### src/rtl/cfg_mm_pkg.sv
package cfg_mm_pkg;
    typedef struct packed {
        logic req;
        logic fired;
        logic flag;
    } ctrl_st_t;

    localparam ctrl_st_t CTRL_RST = '{req: 1'b0, fired: 1'b0, flag: 1'b1};
endpackage

### src/rtl/cfg_mm_word.sv
module cfg_mm_word #(
    parameter int WORD_W = 8
) (
    input  logic              clk,
    input  logic              por_n,
    input  logic              load_i,
    input  logic [WORD_W-1:0] image_i,
    input  logic [WORD_W-1:0] flip_cfg_i,
    input  logic [WORD_W-1:0] flip_shd_i,
    output logic [WORD_W-1:0] word_o,
    output logic              mism_o
);
    typedef struct packed {
        logic [WORD_W-1:0] cfg;
        logic [WORD_W-1:0] shd;
    } pair_t;

    pair_t st_d, st_q;

    always_comb begin
        st_d = st_q;
        if (load_i) begin
            st_d.cfg = image_i;
            st_d.shd = ~image_i;
        end else begin
            st_d.cfg = st_q.cfg ^ flip_cfg_i;
            st_d.shd = st_q.shd ^ flip_shd_i;
        end
    end

    always_ff @(posedge clk or negedge por_n) begin
        if (!por_n) begin
            st_q.cfg <= '0;
            st_q.shd <= '1;
        end else begin
            st_q <= st_d;
        end
    end

    assign word_o = st_q.cfg;
    // a healthy pair XORs to all ones
    assign mism_o = |(~(st_q.cfg ^ st_q.shd));
endmodule

### src/rtl/cfg_mm_ctrl.sv
module cfg_mm_ctrl
    import cfg_mm_pkg::*;
(
    input  logic clk,
    input  logic por_n,
    input  logic any_mism_i,
    input  logic load_i,
    input  logic flag_wr_i,
    input  logic flag_wdata_i,
    output logic req_o,
    output logic flag_o
);
    ctrl_st_t st_d, st_q;

    always_comb begin
        st_d = st_q;
        // request once per event, never inside the reload window
        st_d.req = any_mism_i && !load_i && !st_q.fired;
        if (load_i) begin
            st_d.fired = 1'b0;
        end else if (st_d.req) begin
            st_d.fired = 1'b1;
        end
        if (st_d.req) begin
            st_d.flag = 1'b0;
        end else if (flag_wr_i && flag_wdata_i) begin
            st_d.flag = 1'b1;
        end
    end

    always_ff @(posedge clk or negedge por_n) begin
        if (!por_n) begin
            st_q <= CTRL_RST;
        end else begin
            st_q <= st_d;
        end
    end

    assign req_o  = st_q.req;
    assign flag_o = st_q.flag;
endmodule

### src/rtl/cfg_mismatch_monitor.sv
module cfg_mismatch_monitor #(
    parameter int NUM_WORDS = 4,
    parameter int WORD_W    = 8
) (
    input  logic                            clk,
    input  logic                            por_n,
    input  logic [NUM_WORDS*WORD_W-1:0]     image_i,
    input  logic                            load_i,
    input  logic [2*NUM_WORDS*WORD_W-1:0]   upset_i,
    input  logic                            flag_wr_i,
    input  logic                            flag_wdata_i,
    output logic                            flag_o,
    output logic                            rst_req_o,
    output logic [NUM_WORDS*WORD_W-1:0]     cfg_o
);
    localparam int TOT_W = NUM_WORDS * WORD_W;

    logic [NUM_WORDS-1:0] mism_vec;
    logic                 any_mism;

    for (genvar w = 0; w < NUM_WORDS; w++) begin : g_word
        cfg_mm_word #(.WORD_W(WORD_W)) u_word (
            .clk        (clk),
            .por_n      (por_n),
            .load_i     (load_i),
            .image_i    (image_i[w*WORD_W +: WORD_W]),
            .flip_cfg_i (upset_i[w*WORD_W +: WORD_W]),
            .flip_shd_i (upset_i[TOT_W + w*WORD_W +: WORD_W]),
            .word_o     (cfg_o[w*WORD_W +: WORD_W]),
            .mism_o     (mism_vec[w])
        );
    end

    assign any_mism = |mism_vec;

    cfg_mm_ctrl u_ctrl (
        .clk          (clk),
        .por_n        (por_n),
        .any_mism_i   (any_mism),
        .load_i       (load_i),
        .flag_wr_i    (flag_wr_i),
        .flag_wdata_i (flag_wdata_i),
        .req_o        (rst_req_o),
        .flag_o       (flag_o)
    );
endmodule

### config.mk
export PLATFORM = sky130hd
export DESIGN_NAME = cfg_mismatch_monitor
export DESIGN_NICKNAME = d
export VERILOG_FILES = /design/src/rtl/cfg_mm_pkg.sv /design/src/rtl/cfg_mm_word.sv /design/src/rtl/cfg_mm_ctrl.sv /design/src/rtl/cfg_mismatch_monitor.sv
export SDC_FILE = /design/constraint.sdc
export NUM_CORES = 1
export LEC_CHECK = 0
export BUFFER_PORTS_ARGS = -buffer_cell sky130_fd_sc_hd__buf_2
export CORE_MARGIN = 3
export CORE_UTILIZATION = 50
export CTS_BUF_LIST = sky130_fd_sc_hd__clkbuf_16
export DETAILED_ROUTE_END_ITERATION = 8
export HOLD_SLACK_MARGIN = 0.03
export PLACE_DENSITY_LB_ADDON = 0.05
export SLEW_MARGIN = 30
export SYNTH_ARGS = -nofsm -noshare
export SYNTH_HDL_FRONTEND = slang
export SYNTH_SLANG_ARGS = --single-unit
### constraint.sdc
create_clock -name clk -period 3.15 [get_ports clk]
set_input_delay 0.4725 -clock clk [delete_from_list [all_inputs] [get_ports clk]]
set_output_delay 0.4725 -clock clk [all_outputs]
set_load 0.005 [all_outputs]
==> flow_summary.toml, run 1 <==
[timing]
finalCritPeriodShare = 0.486
fmax_mhz = 654
grt_setup_unrepaired = "no"
setup_viol = 0
tightest_slew_ns = 0.833
setup_slack_ns = 1.62
slew_headroom = 0.445
timing.final.crit_period_ns = 1.53
setup_tns_ns = 0
hold_viol = 0
slew_viol_final = 0
finalClockSkew_ns = 0.00543

[logic_synthesis]
ys_seq_elements = 67
syn_inst = 317
netlist_area_um2 = 3460
synthTopCellsByArea = "dfstp_2 (25%), dfrtp_1 (25%), xor2_1 (16%)"
ys_types = 18
synth-edff-count = 0
synthFlopType = "dfrtp_1"
synth_seq_area_share = 0.496
async_flop_share = 1.00
syn_avg_cell_area_um2 = 10.9
syn-num-nets = 418
synth_most_common_cell = "xor2_1"
yosys-top-cells-count = "xor2_1 (64), dfrtp_1 (34), dfstp_2 (33)"
synth_top_cell_area_share = 0.250
synth_top_cell_by_area = "dfstp_2"
ys_warn_count = 0

[power_and_ir_drop]
p_seq_frac = 0.464
swShare = 0.263
internal_power_w = 0.00176
p_total_w = 0.00239
vdd_drop_max_mv = 0.330
p_leak_nw = 1.97
clockPowerShare = 0.355
cellPowerDensity_nw_per_um2 = 564
p_comb_frac = 0.181
switching_power_w = 0.000628

[global_route]
grt_overflow = 0
antenna_found_initial = 0
grt.total_usage = 0.179
grt_max_degree = 99
grt_pass1_wl_um = 11000
grt_pass1_vias = 2389

[cells_and_area]
n_antenna_cell = 0
syn2layout_area_growth_pct = 22.1
fillerInstances = 540
multi_input_area_um2 = 1460
nets = 522
regArea_um2 = 1720
drive_gt1_frac = 0.430
postLayoutCoreUtil = 0.648

[route]
met3WireLength_um = 521
routed_wl_um = 7070
drt-initial-drc-count = 77
top_layer_used = "met4"
antenna_left = 0
met2_length_um = 3270
vias = 2446
drt_pass1_iterations = 4
drc_errors = 0
met1_length_um = 3220
wire_per_inst_um = 14.1
viasPerCell = 4.86

[critical_path]
arrival_ns = 1.78
critical_path_required_ns = 3.40
critPathKind = "reg2reg"
critPathLaunchType = "flop"
cp-end-kind = "flop"
critPathMaxFanout = 2

[floorplan]
start_util = 0.530
core-area_um2 = 6530
die_height_um = 89.2
dieWidth_um = 89.2
die_area_um2 = 7960
ios = 135
fp-row-count = 29

[cts]
cts_setup_buffers = 0
clk_pin_slew_ns = 0.06
cts_tree = "yes"
cts_resized = 0
htreeDepth = 3
clock_sinks = 67
root_buffer = "clkbuf_16"
clk_latency_ns = 0.31
clockBufferDepth = 2
cts_buffers = 9
cts_hold_buf = 0

[place]
portBuffers = 134
dp_hpwl_um = 5210
place_congestion = 0.734
dp_slack_ns = 1.60

[worst_hold_path]
min_path_type = "in2async"

[job]
cap_violations = 0

[status]
status = "complete, no violations"
area by class of cell:
class                           count  share of cell area
Multi-Input combinational cell    206               0.345
Sequential cell                    67               0.406
Inverter                            1            0.000887
Tap cell                           77              0.0228
Clock inverter                      7             0.00710
Timing Repair Buffer              136               0.165
Clock buffer                        9              0.0532
layout by cell type (no fill, tap or decap):
cell type,n
a211oi_1,1
a21oi_1,1
a31oi_1,1
buf_12,1
buf_2,134
buf_4,1
clkbuf_16,9
clkinv_1,1
clkinv_2,3
dfrtp_1,34
dfstp_2,33
inv_1,4
nand2_1,32
nand4_1,8
nor2_1,1
nor4_2,2
o21a_1,32
o21ai_0,32
xnor2_1,32
xor2_1,64
worst paths after layout:
check                                                   start                                    to  slack [ns]  cells after the start
max                        g_word[3].u_word.st_q[4]$_DFF_PN1_             u_ctrl.flag_o$_DFFE_PN1P_        1.62                      5
min                                                     por_n  g_word[2].u_word.word_o[5]$_DFF_PN0_        0.34                      2
max reg2reg                g_word[3].u_word.st_q[4]$_DFF_PN1_             u_ctrl.flag_o$_DFFE_PN1P_        1.62                      5
min reg2reg                        u_ctrl.st_q[1]$_DFFE_PN0P_                u_ctrl.req_o$_DFF_PN0_        0.45                      1
max in group asynchronous                               por_n  g_word[0].u_word.word_o[3]$_DFF_PN0_        2.26                      2
min in group clk                                  image_i[15]    g_word[1].u_word.st_q[7]$_DFF_PN1_        0.38                      3
power groups by stage:
| stage | clock, W | combinational, W | sequential (W) |
|---|---|---|---|
| after global placement | 0 | 0.000428 | 0.00112 |
| after detailed placement | 0 | 0.000435 | 0.00112 |
| after CTS | 0.000864 | 0.000439 | 0.00111 |
| after global routing | 0.000910 | 0.000486 | 0.00112 |
| final | 0.000848 | 0.000432 | 0.00111 |
| after floorplan | 0 | 0.000325 | 0.00110 |
state kept, by name, indices dropped and copies added, names as in the netlist:
signal and cells:
u_ctrl.st_q 1, g_word.u_word.st_q 32, u_ctrl.req_o 1, g_word.u_word.word_o 32
u_ctrl.flag_o 1
per-layer routing:
layer	vias up	track usage
met5	-	0
met2	87	0.278
li1	1217	-
met4	0	0.0636
met3	5	0.0424
met1	1137	0.245
worst max-delay path, cell delays in order (launching register included):
cell	delay, ns
dfstp_2	0.54
xor2_1	0.17
nand4_1	0.15
nor4_2	0.34
a211oi_1	0.14
nor2_1	0.12
stage by stage:
stage          instance area (um^2)  cells  hold WS, ns
3_3_place_gp                   3980    487        0.432
3_5_place_dp                   3980    487        0.443
6_report                       4230    503        0.343
5_1_grt                        4230    503        0.390
4_1_cts                        4230    503        0.374
2_1_floorplan                  3460    317        0.177
kinds of logic (layout without fill, tap and decap cells):
family,count (synthesis),after routing,synth area share
AO/OA/AOI/OAI,67,67,0.121
flip-flops,67,67,0.496
buffers and inverters,44,153,0.0831
XOR/XNOR,96,96,0.243
AND/OR/NAND/NOR,43,43,0.0574
Power figures use the tool's default switching activity.
==> run 2, diff against run 1 <==
- CORE_UTILIZATION: 50 -> 49
- clock period: 3.15 -> 1.5 ns (I/O delays scaled with it)
==> flow_summary.toml, run 2 (synthesized netlist as in run 1, its figures left out) <==
[route]
antenna_left = 0
viasPerCell = 4.61
drt_pass1_iterations = 4
drc_errors = 0
drt-initial-drc-count = 51
wire_per_inst_um = 12.8
vias = 2491
routed_wl_um = 6890

[timing]
timing.final.crit_period_ns = 1.53
slew_viol_final = 0
grt_setup_unrepaired = "yes"
setup_slack_ns = -0.0282
slew_headroom = 0.762
finalCritPeriodShare = 1.02
hold_viol = 0
tightest_slew_ns = 0.356
setup_viol = 1
fmax_mhz = 654
finalClockSkew_ns = 0.00347

[job]
cap_violations = 0

[power_and_ir_drop]
vdd_drop_max_mv = 0.624
cellPowerDensity_nw_per_um2 = 1190
p_total_w = 0.00531
p_leak_nw = 2.10

[global_route]
grt_pass1_vias = 2646
grt_max_degree = 68
antenna_found_initial = 0
grt_pass1_wl_um = 11800
grt.total_usage = 0.179
grt_overflow = 0

[floorplan]
fp-row-count = 30
die_height_um = 90.1
start_util = 0.507
core-area_um2 = 6830
ios = 135
dieWidth_um = 90.1
die_area_um2 = 8120

[place]
dp_hpwl_um = 5180
portBuffers = 134
place_congestion = 0.727

[critical_path]
critPathMaxFanout = 2
cp-end-kind = "flop"
r2r_cells = 5
critical_path_required_ns = 1.75
arrival_ns = 1.78
critPathLaunchType = "flop"
critPathKind = "reg2reg"

[cells_and_area]
drive_gt1_frac = 0.462
layout_commonest_cell = "buf_2"
layout_common_cells = "buf_2 (134), xor2_1 (62), dfrtp_1 (34)"
n_antenna_cell = 0
postLayoutCoreUtil = 0.655
syn2layout_area_growth_pct = 29.1
nets = 540

[cts]
clockBufferDepth = 2
htreeDepth = 3
clk_pin_slew_ns = 0.05
cts_buffers = 9
cts_tree = "yes"
clk_latency_ns = 0.32
root_buffer = "clkbuf_16"
clock_sinks = 67

[worst_hold_path]
hold_depth = 3
min_path_type = "in2reg"

[status]
status = "complete, but fails checks"
violations = "negative setup slack"
-- run 2: per-layer routing --
layer,track usage,routed length (um)
met1,0.217,2880
met2,0.294,3340
met3,0.0552,538
met4,0.0791,125
met5,0,0
-- run 2: path summary, 6_finish.rpt --
kind	start	endpoint	slack (ns)
max	g_word[2].u_word.st_q[5]$_DFF_PN1_	u_ctrl.flag_o$_DFFE_PN1P_	-0.03
min	image_i[12]	g_word[1].u_word.st_q[4]$_DFF_PN1_	0.13
max reg2reg	g_word[2].u_word.st_q[5]$_DFF_PN1_	u_ctrl.flag_o$_DFFE_PN1P_	-0.03
min reg2reg	u_ctrl.st_q[1]$_DFFE_PN0P_	u_ctrl.req_o$_DFF_PN0_	0.46
max in group asynchronous	por_n	g_word[1].u_word.st_q[1]$_DFF_PN1_	0.71
min in group asynchronous	por_n	g_word[2].u_word.word_o[6]$_DFF_PN0_	0.44
-- run 2: area by class of cell --
cell class / instances / area [um^2]
Clock inverter: 7 / 60.1
Sequential cell: 67 / 1720
Fill cell: 588 / 2360
Tap cell: 96 / 120
Multi-Input combinational cell: 206 / 1500
Clock buffer: 9 / 225
Timing Repair Buffer: 154 / 848
Inverter: 1 / 3.75
-- run 2: per-stage QoR --
step / hold slack, ns / setup slack [ns] / cell area (um^2) / setup TNS, ns / std cells
4_1_cts: 0.122 / -0.0751 / 4430 / -0.129 / 538
3_5_place_dp: 0.268 / -0.133 / 4120 / -0.249 / 520
6_report: 0.133 / -0.0282 / 4470 / -0.0282 / 540
5_1_grt: 0.131 / -0.124 / 4470 / -0.245 / 540
3_3_place_gp: 0.273 / -0.0934 / 4120 / -0.163 / 520
2_1_floorplan: -0.0706 / 0.140 / 3460 / 0 / 317
-- run 2: worst max-delay path, stage by stage (launching register included) --
cell	delay, ns
dfstp_2	0.53
xor2_1	0.16
nand4_1	0.18
nor4_4	0.36
a211oi_2	0.12
nor2_1	0.11
-- run 2: repair_timing --
item	in CTS	in global routing
hold buffers	1	0
hold endpoints to repair	34	0
pin swaps	6	6
gates resized for setup	2	3
buffers inserted	1	2
endpoints found under the setup margin	3	3
-- run 2: power by group --
part / switching (W) / total, W / internal, W
Clock: 0.000722 / 0.00199 / 0.00126
Sequential: 0.000208 / 0.00232 / 0.00211
Combinational: 0.000434 / 0.00100 / 0.000570
